File: src/rtl/clkmode_pkg.sv
package clkmode_pkg;

    localparam int NUM_SRC = 3;
    localparam int SRC_W   = $clog2(NUM_SRC + 1);
    localparam int ST_W    = 4;

    typedef enum logic [ST_W-1:0] {
        CM_RESET     = 4'd0,
        CM_RUN_INT   = 4'd1,
        CM_RUN_MAIN  = 4'd2,
        CM_RUN_SUB   = 4'd3,
        CM_HALT_INT  = 4'd4,
        CM_HALT_MAIN = 4'd5,
        CM_HALT_SUB  = 4'd6,
        CM_STOP_INT  = 4'd7,
        CM_STOP_MAIN = 4'd8,
        CM_SNOOZE    = 4'd9
    } cm_state_e;

    typedef enum logic [SRC_W-1:0] {
        SRC_INT  = 2'd0,
        SRC_MAIN = 2'd1,
        SRC_SUB  = 2'd2,
        SRC_NONE = 2'd3
    } cm_src_e;

    typedef enum logic [1:0] {
        POL_OFF = 2'd0,
        POL_ON  = 2'd1,
        POL_SW  = 2'd2
    } cm_pol_e;

    function automatic logic is_run(cm_state_e st);
        return (st == CM_RUN_INT) || (st == CM_RUN_MAIN) || (st == CM_RUN_SUB);
    endfunction

    function automatic logic is_active(cm_state_e st);
        return is_run(st) || (st == CM_HALT_INT) || (st == CM_HALT_MAIN) ||
               (st == CM_HALT_SUB);
    endfunction

    function automatic cm_src_e src_of(cm_state_e st);
        case (st)
            CM_RUN_INT,  CM_HALT_INT:  return SRC_INT;
            CM_RUN_MAIN, CM_HALT_MAIN: return SRC_MAIN;
            CM_RUN_SUB,  CM_HALT_SUB:  return SRC_SUB;
            default:                   return SRC_NONE;
        endcase
    endfunction

    function automatic cm_state_e run_of(cm_src_e s);
        case (s)
            SRC_MAIN: return CM_RUN_MAIN;
            SRC_SUB:  return CM_RUN_SUB;
            default:  return CM_RUN_INT;
        endcase
    endfunction

    function automatic cm_state_e halt_of(cm_state_e st);
        case (st)
            CM_RUN_MAIN: return CM_HALT_MAIN;
            CM_RUN_SUB:  return CM_HALT_SUB;
            default:     return CM_HALT_INT;
        endcase
    endfunction

    // Per-state policy for one source.
    function automatic cm_pol_e policy_of(cm_state_e st, cm_src_e s);
        if (st == CM_RESET)
            return POL_OFF;
        if (is_active(st))
            return (src_of(st) == s) ? POL_ON : POL_SW;
        if (st == CM_SNOOZE)
            return (s == SRC_INT) ? POL_ON : ((s == SRC_SUB) ? POL_SW : POL_OFF);
        return (s == SRC_SUB) ? POL_SW : POL_OFF;
    endfunction

endpackage

File: src/rtl/clkmode_req_check.sv
module clkmode_req_check
    import clkmode_pkg::*;
(
    input  cm_src_e              cur_src,
    input  logic                 sel_req,
    input  logic [SRC_W-1:0]     sel_src,
    input  logic [NUM_SRC-1:0]   sw_en,
    input  logic [NUM_SRC-1:0]   src_rdy,
    output logic                 sw_take,
    output logic                 sw_reject,
    output cm_src_e              sw_tgt
);

    logic [NUM_SRC-1:0] usable;
    logic               code_ok;
    logic               hit;
    logic               same;

    generate
        for (genvar g = 0; g < NUM_SRC; g++) begin : g_use
            assign usable[g] = sw_en[g] & src_rdy[g] & (sel_src == SRC_W'(g));
        end
    endgenerate

    assign code_ok = (sel_src < SRC_W'(NUM_SRC));
    assign hit     = |usable;
    assign same    = (sel_src == cur_src);
    assign sw_tgt  = cm_src_e'(sel_src);

    always_comb begin
        sw_take   = 1'b0;
        sw_reject = 1'b0;
        if (sel_req && !same) begin
            if (code_ok && hit)
                sw_take = 1'b1;
            else
                sw_reject = 1'b1;
        end
    end

endmodule

File: src/rtl/clkmode_fsm.sv
module clkmode_fsm
    import clkmode_pkg::*;
(
    input  logic      clk,
    input  logic      rst_n,
    input  logic      supply_ok,
    input  logic      halt_req,
    input  logic      stop_req,
    input  logic      snooze_trig,
    input  logic      snooze_done,
    input  logic      wake_evt,
    input  logic      sw_take,
    input  logic      sw_reject,
    input  cm_src_e   sw_tgt,
    output cm_state_e state,
    output logic      req_err
);

    cm_state_e nxt;
    logic      err_d;

    always_comb begin
        nxt   = state;
        err_d = 1'b0;
        if (!supply_ok) begin
            nxt = CM_RESET;
        end else begin
            unique case (state)
                CM_RESET: nxt = CM_RUN_INT;
                CM_RUN_INT, CM_RUN_MAIN, CM_RUN_SUB: begin
                    if (stop_req) begin
                        if (state == CM_RUN_SUB)
                            err_d = 1'b1;
                        else if (state == CM_RUN_INT)
                            nxt = CM_STOP_INT;
                        else
                            nxt = CM_STOP_MAIN;
                    end else if (halt_req) begin
                        nxt = halt_of(state);
                    end else if (sw_take) begin
                        nxt = run_of(sw_tgt);
                    end else if (sw_reject) begin
                        err_d = 1'b1;
                    end
                end
                CM_HALT_INT:  if (wake_evt) nxt = CM_RUN_INT;
                CM_HALT_MAIN: if (wake_evt) nxt = CM_RUN_MAIN;
                CM_HALT_SUB:  if (wake_evt) nxt = CM_RUN_SUB;
                CM_STOP_INT: begin
                    if (wake_evt)
                        nxt = CM_RUN_INT;
                    else if (snooze_trig)
                        nxt = CM_SNOOZE;
                end
                CM_STOP_MAIN: if (wake_evt) nxt = CM_RUN_MAIN;
                CM_SNOOZE: begin
                    if (wake_evt)
                        nxt = CM_RUN_INT;
                    else if (snooze_done)
                        nxt = CM_STOP_INT;
                end
                default: nxt = CM_RESET;
            endcase
        end
    end

    // State register
    always_ff @(posedge clk or negedge rst_n) begin
        if (!rst_n)
            state <= CM_RESET;
        else
            state <= nxt;
    end

    // Registered outputs
    always_ff @(posedge clk or negedge rst_n) begin
        if (!rst_n)
            req_err <= 1'b0;
        else
            req_err <= err_d;
    end

    AST_SUPPLY_RESET: assert property (@(posedge clk) disable iff (!rst_n)
        !supply_ok |=> state == CM_RESET);

    AST_ERR_KEEPS_STATE: assert property (@(posedge clk) disable iff (!rst_n)
        req_err |-> state == $past(state));

    AST_SWITCH_CHECKED: assert property (@(posedge clk) disable iff (!rst_n)
        (state == CM_RUN_MAIN && ($past(state) == CM_RUN_INT || $past(state) == CM_RUN_SUB))
        |-> $past(sw_take));

    AST_SUB_NO_STOP: assert property (@(posedge clk) disable iff (!rst_n)
        (state == CM_RUN_SUB) |=> !(state == CM_STOP_INT || state == CM_STOP_MAIN));

    AST_SNOOZE_ENTRY: assert property (@(posedge clk) disable iff (!rst_n)
        (state == CM_SNOOZE && $past(state) != CM_SNOOZE) |-> $past(state) == CM_STOP_INT);

endmodule

File: src/rtl/clkmode_osc_map.sv
module clkmode_osc_map
    import clkmode_pkg::*;
(
    input  cm_state_e            state,
    input  logic [NUM_SRC-1:0]   sw_en,
    output logic [NUM_SRC-1:0]   src_en,
    output cm_src_e              cpu_sel,
    output logic                 sel_valid
);

    generate
        for (genvar g = 0; g < NUM_SRC; g++) begin : g_src
            cm_pol_e pol;
            assign pol       = policy_of(state, cm_src_e'(SRC_W'(g)));
            assign src_en[g] = (pol == POL_ON) | ((pol == POL_SW) & sw_en[g]);
        end
    endgenerate

    always_comb begin
        sel_valid = is_active(state);
        cpu_sel   = sel_valid ? src_of(state) : SRC_INT;
    end

endmodule

File: src/rtl/clkmode_ctrl.sv
module clkmode_ctrl
    import clkmode_pkg::*;
(
    input  logic                 clk,
    input  logic                 rst_n,
    input  logic                 supply_ok,
    input  logic                 halt_req,
    input  logic                 stop_req,
    input  logic                 snooze_trig,
    input  logic                 snooze_done,
    input  logic                 wake_evt,
    input  logic                 sel_req,
    input  logic [SRC_W-1:0]     sel_src,
    input  logic [NUM_SRC-1:0]   sw_en,
    input  logic [NUM_SRC-1:0]   src_rdy,
    output logic                 en_int,
    output logic                 en_main,
    output logic                 en_sub,
    output logic [SRC_W-1:0]     cpu_sel,
    output logic                 sel_valid,
    output logic                 req_err,
    output logic [ST_W-1:0]      state_code
);

    cm_state_e          state;
    cm_src_e            sw_tgt;
    cm_src_e            sel_src_e;
    logic               sw_take;
    logic               sw_reject;
    logic [NUM_SRC-1:0] src_en;

    clkmode_req_check u_check (
        .cur_src   (src_of(state)),
        .sel_req   (sel_req),
        .sel_src   (sel_src),
        .sw_en     (sw_en),
        .src_rdy   (src_rdy),
        .sw_take   (sw_take),
        .sw_reject (sw_reject),
        .sw_tgt    (sw_tgt)
    );

    clkmode_fsm u_fsm (
        .clk         (clk),
        .rst_n       (rst_n),
        .supply_ok   (supply_ok),
        .halt_req    (halt_req),
        .stop_req    (stop_req),
        .snooze_trig (snooze_trig),
        .snooze_done (snooze_done),
        .wake_evt    (wake_evt),
        .sw_take     (sw_take),
        .sw_reject   (sw_reject),
        .sw_tgt      (sw_tgt),
        .state       (state),
        .req_err     (req_err)
    );

    clkmode_osc_map u_map (
        .state     (state),
        .sw_en     (sw_en),
        .src_en    (src_en),
        .cpu_sel   (sel_src_e),
        .sel_valid (sel_valid)
    );

    assign en_int     = src_en[SRC_INT];
    assign en_main    = src_en[SRC_MAIN];
    assign en_sub     = src_en[SRC_SUB];
    assign cpu_sel    = sel_src_e;
    assign state_code = state;

    AST_SEL_SOURCE_ON: assert property (@(posedge clk) disable iff (!rst_n)
        (sel_valid && cpu_sel == SRC_MAIN) |-> en_main);

    AST_STOP_CORE_OFF: assert property (@(posedge clk) disable iff (!rst_n)
        (state == CM_STOP_INT || state == CM_STOP_MAIN) |-> (!en_int && !en_main));

    AST_SNOOZE_INT_ON: assert property (@(posedge clk) disable iff (!rst_n)
        (state == CM_SNOOZE) |-> (en_int && !en_main && !sel_valid));

endmodule

File: config.mk
export PLATFORM = sky130hd
export DESIGN_NAME = clkmode_ctrl
export DESIGN_NICKNAME = d
export VERILOG_FILES = /design/src/rtl/clkmode_pkg.sv /design/src/rtl/clkmode_req_check.sv /design/src/rtl/clkmode_fsm.sv /design/src/rtl/clkmode_osc_map.sv /design/src/rtl/clkmode_ctrl.sv
export SDC_FILE = /design/constraint.sdc
export NUM_CORES = 1
export LEC_CHECK = 0
export BUFFER_PORTS_ARGS = -buffer_cell sky130_fd_sc_hd__buf_4
export CORE_MARGIN = 2
export CORE_UTILIZATION = 52
export DETAILED_ROUTE_END_ITERATION = 16
export PLACE_DENSITY_LB_ADDON = 0.3
export SETUP_SLACK_MARGIN = 0.02
export SYNTH_ARGS = -nofsm -noshare
export SYNTH_HDL_FRONTEND = slang
export SYNTH_SLANG_ARGS = --single-unit
export TNS_END_PERCENT = 30
File: constraint.sdc
create_clock -name clk -period 3 [get_ports clk]
set_clock_uncertainty 0.05 [all_clocks]
set_input_delay 0.3 -clock clk [delete_from_list [all_inputs] [get_ports clk]]
set_output_delay 0.3 -clock clk [all_outputs]
set_load 0.05 [all_outputs]
==> results.yml <==
drt:
  drt-total-wl_mm: 1.86
  drc_errors: 0
  wire_length_per_cell_um: 14.2
  drt-vias-per-instance: 5.89
  drt.antenna.violating_nets: 0
  vias: 772
  drt-initial-drc-count: 22
  drt_first_pass_iters: 4
placed_design:
  gpl.final_weighted_congestion: 0.811
  detailed_place_hpwl_mm: 1.41
  post-place-cells: 126
  placed_standard_cell_area_um2: 937
  numPortBuffers: 27
cells_and_area:
  post_layout_nonfiller_instances: 131
  most_used_cells_in_the_layout_excluding_fill_and_tap_cells: "sky130_fd_sc_hd__buf_4, sky130_fd_sc_hd__a21oi_1, sky130_fd_sc_hd__nand2_1, sky130_fd_sc_hd__nor2_1, sky130_fd_sc_hd__dfrtp_1"
  drive_gt1_frac: 0.362
  antennaDiodeCount: 0
  layout.cells.most_common: "sky130_fd_sc_hd__buf_4"
  finalNetCount: 138
  fill_cells: 113
  finalCoreUtilization: 0.730
  final_area_um2: 973
  areaGrowthSynthToFinish_pct: 26.5
clock_network:
  clock_sink_count: 5
  clk_pin_slew_ns: 0.05
  cts.path.max_buffers: 2
  clockRootBuffer: "sky130_fd_sc_hd__clkbuf_4"
  post_cts_buffers: 0
  cts-resized-gates: 0
  tritoncts_clock_tree: "yes"
  number_of_buffers_created_by_cts: 3
  insertion_delay_ns: 0.24
  ctsHtreeMaxLevel: 1
critical_path:
  path_class: "reg2reg"
  critical_path.cell_chain: "and2b_2, o2bb2ai_4, o2111ai_2, a221oi_4, mux2_1"
  cpMaxStageDelayCell: "sky130_fd_sc_hd__dfrtp_1"
  cpPeakStageDelay_ns: 0.72
  critical_path_arrival_ns: 2.36
  critical_path.endpoint_type: "flip-flop"
  crit_path_start_kind: "flip-flop"
  cp_data_required_time_ns: 3.06
  crit_buf_inv: 0
  crit_path_max_fanout: 20
  crit_family: "flip-flops"
floorplanning:
  start_util: 0.577
  die_area_um2: 1800
  row_count: 13
  standard_cell_core_area_um2: 1330
  die_h_um: 42.5
  io-pin-count: 28
  die_width_um: 42.5
grt:
  met2_usage: 0.348
  grt_util_met1: 0.280
  grt_remaining_overflow: 0
  grt_max_degree: 21
  top_usage_layer: "met2"
  grt.met3_usage: 0.0603
  grt.total_usage: 0.215
  grt_antenna_before_repair: 0
  grt_pass1_vias: 723
  grt_first_pass_wirelength_mm: 3.06
timing:
  finalSetupViolCount: 0
  setup_tns_ns: 0
  timing.max_slew.rel_slack: 0.604
  worst-slew-pin-transition_ns: 0.595
  achievable_frequency_mhz: 435
  grt_setup_unrepaired: "false"
  report.final.hold_viol_count: 0
  slew_viol_final: 0
  min_tclk_post_route_ns: 2.30
  timing.final.crit_share: 0.766
synth:
  synth.yosys.seq_area_share: 0.163
  synthesis.area_per_instance_um2: 8.55
  synth_warnings: 0
  synthDominantAreaCellType: "sky130_fd_sc_hd__dfrtp_1"
  ys_seq_elements: 5
  synth.net_count: 111
  count_of_unique_library_cells_instantiated_by_yosys: 44
  cell_types_with_the_largest_area_share_after_synthesis: "sky130_fd_sc_hd__dfrtp_1, sky130_fd_sc_hd__ha_1, sky130_fd_sc_hd__mux2_1"
  synth-async-reset-ratio: 1.00
  synth-edff-count: 0
  synth_area_um2: 769
  most_common_flop_cell_mapped_by_yosys: "sky130_fd_sc_hd__dfrtp_1"
  synthCells: 90
  yosysTopAreaCellShare: 0.163
run:
  maxCapViolCount: 0
power:
  pwr_density_cell_nw_per_um2: 1090
  peakVddDrop_v: 0.000539
  totalPowerFinal_mw: 1.07
  p_leak_nw: 0.453
worst_hold_path:
  hold_path_class: "in2async"
outcome:
  status: "completed"
[power breakdown]
part / internal (mW) / leakage (nW) / switching (mW)
logic: 0.307 / 0.371 / 0.496
clock network: 0.0503 / 0.0150 / 0.0273
registers: 0.0875 / 0.0671 / 0.0973
total: 0.445 / 0.453 / 0.620
[synthesized netlist by cell type (2+ instances only)]
| library cell | number |
|---|---|
| sky130_fd_sc_hd__a21oi_1 | 7 |
| sky130_fd_sc_hd__nand2_1 | 6 |
| sky130_fd_sc_hd__nor2_1 | 6 |
| sky130_fd_sc_hd__dfrtp_1 | 5 |
| sky130_fd_sc_hd__ha_1 | 4 |
| sky130_fd_sc_hd__inv_1 | 4 |
| sky130_fd_sc_hd__mux2_1 | 4 |
| sky130_fd_sc_hd__buf_6 | 3 |
| sky130_fd_sc_hd__nand3_1 | 3 |
| sky130_fd_sc_hd__nand3b_1 | 3 |
| sky130_fd_sc_hd__o22ai_1 | 3 |
| sky130_fd_sc_hd__a31oi_1 | 2 |
| sky130_fd_sc_hd__and2b_2 | 2 |
| sky130_fd_sc_hd__and3_1 | 2 |
| sky130_fd_sc_hd__buf_4 | 2 |
| sky130_fd_sc_hd__nand4_1 | 2 |
| sky130_fd_sc_hd__nor2_2 | 2 |
| sky130_fd_sc_hd__nor2b_1 | 2 |
| sky130_fd_sc_hd__nor3b_1 | 2 |
| sky130_fd_sc_hd__or4_1 | 2 |
[timing repair]
| item | in CTS | in global routing |
|---|---|---|
| endpoints found under the setup margin | 0 | 0 |
| endpoints found under the hold margin | 5 | 0 |
| hold buffers | 1 | 0 |
[stage by stage]
stage / worst slack, ns / hold slack, ns
finish: 0.701 / 0.340
global route: 0.610 / 0.354
CTS: 0.725 / 0.336
detailed placement: 0.746 / 0.0547
global placement: 0.833 / 0.0524
floorplan: 0.276 / -0.0456
[path summary, 6_finish.rpt]
check / start / to / slack, ns / cells past startpoint
worst max-delay path: u_fsm.state[1] / u_fsm.state[0] / 0.70 / 5
worst min-delay path: rst_n / u_fsm.req_err / 0.34 / 2
worst max register to register: u_fsm.state[1] / u_fsm.state[0] / 0.70 / 5
worst min register to register: u_fsm.state[3] / u_fsm.state[3] / 0.82 / 1
max in group asynchronous: rst_n / u_fsm.state[2] / 2.45 / 2
min in group clk: halt_req / u_fsm.req_err / 0.35 / 3
[routing by layer]
metal	part of all wire	wire length [um]	vias up
li1	-	-	386
met2	0.48	893	37
met1	0.44	823	349
met5	0	0	-
met4	0	0	0
met3	0.078	145	0
[flip-flops by register name (all words and copies together), names as in the netlist]
signal and count:
u_fsm.req_err 1, u_fsm.state 4
[worst register-to-register path, stage by stage, from the launching register on]
cell and delay [ns]:
sky130_fd_sc_hd__dfrtp_1 0.72, sky130_fd_sc_hd__and2b_2 0.32, sky130_fd_sc_hd__o2bb2ai_4 0.14, sky130_fd_sc_hd__o2111ai_2 0.19, sky130_fd_sc_hd__a221oi_4 0.39, sky130_fd_sc_hd__mux2_1 0.36
[layout make-up]
| class | count | area (um2) | area share |
|---|---|---|---|
| Clock buffer | 4 | 26.3 | 0.0270 |
| Multi-Input combinational cell | 75 | 576 | 0.591 |
| Sequential cell | 5 | 125 | 0.129 |
| Timing Repair Buffer | 28 | 213 | 0.219 |
| Inverter | 4 | 15.0 | 0.0154 |
| Tap cell | 15 | 18.8 | 0.0193 |
[cells by family after synthesis]
| group | Yosys count | share of synthesized area |
|---|---|---|
| AND/OR/NAND/NOR | 41 | 0.320 |
| multiplexers | 4 | 0.0585 |
| adder cells (fa/ha/maj) | 5 | 0.0781 |
| flip-flops | 5 | 0.163 |
| AO/OA/AOI/OAI | 23 | 0.268 |
| buffers and inverters | 10 | 0.0894 |
| XOR/XNOR | 2 | 0.0228 |
Power figures use the tool's default switching activity.
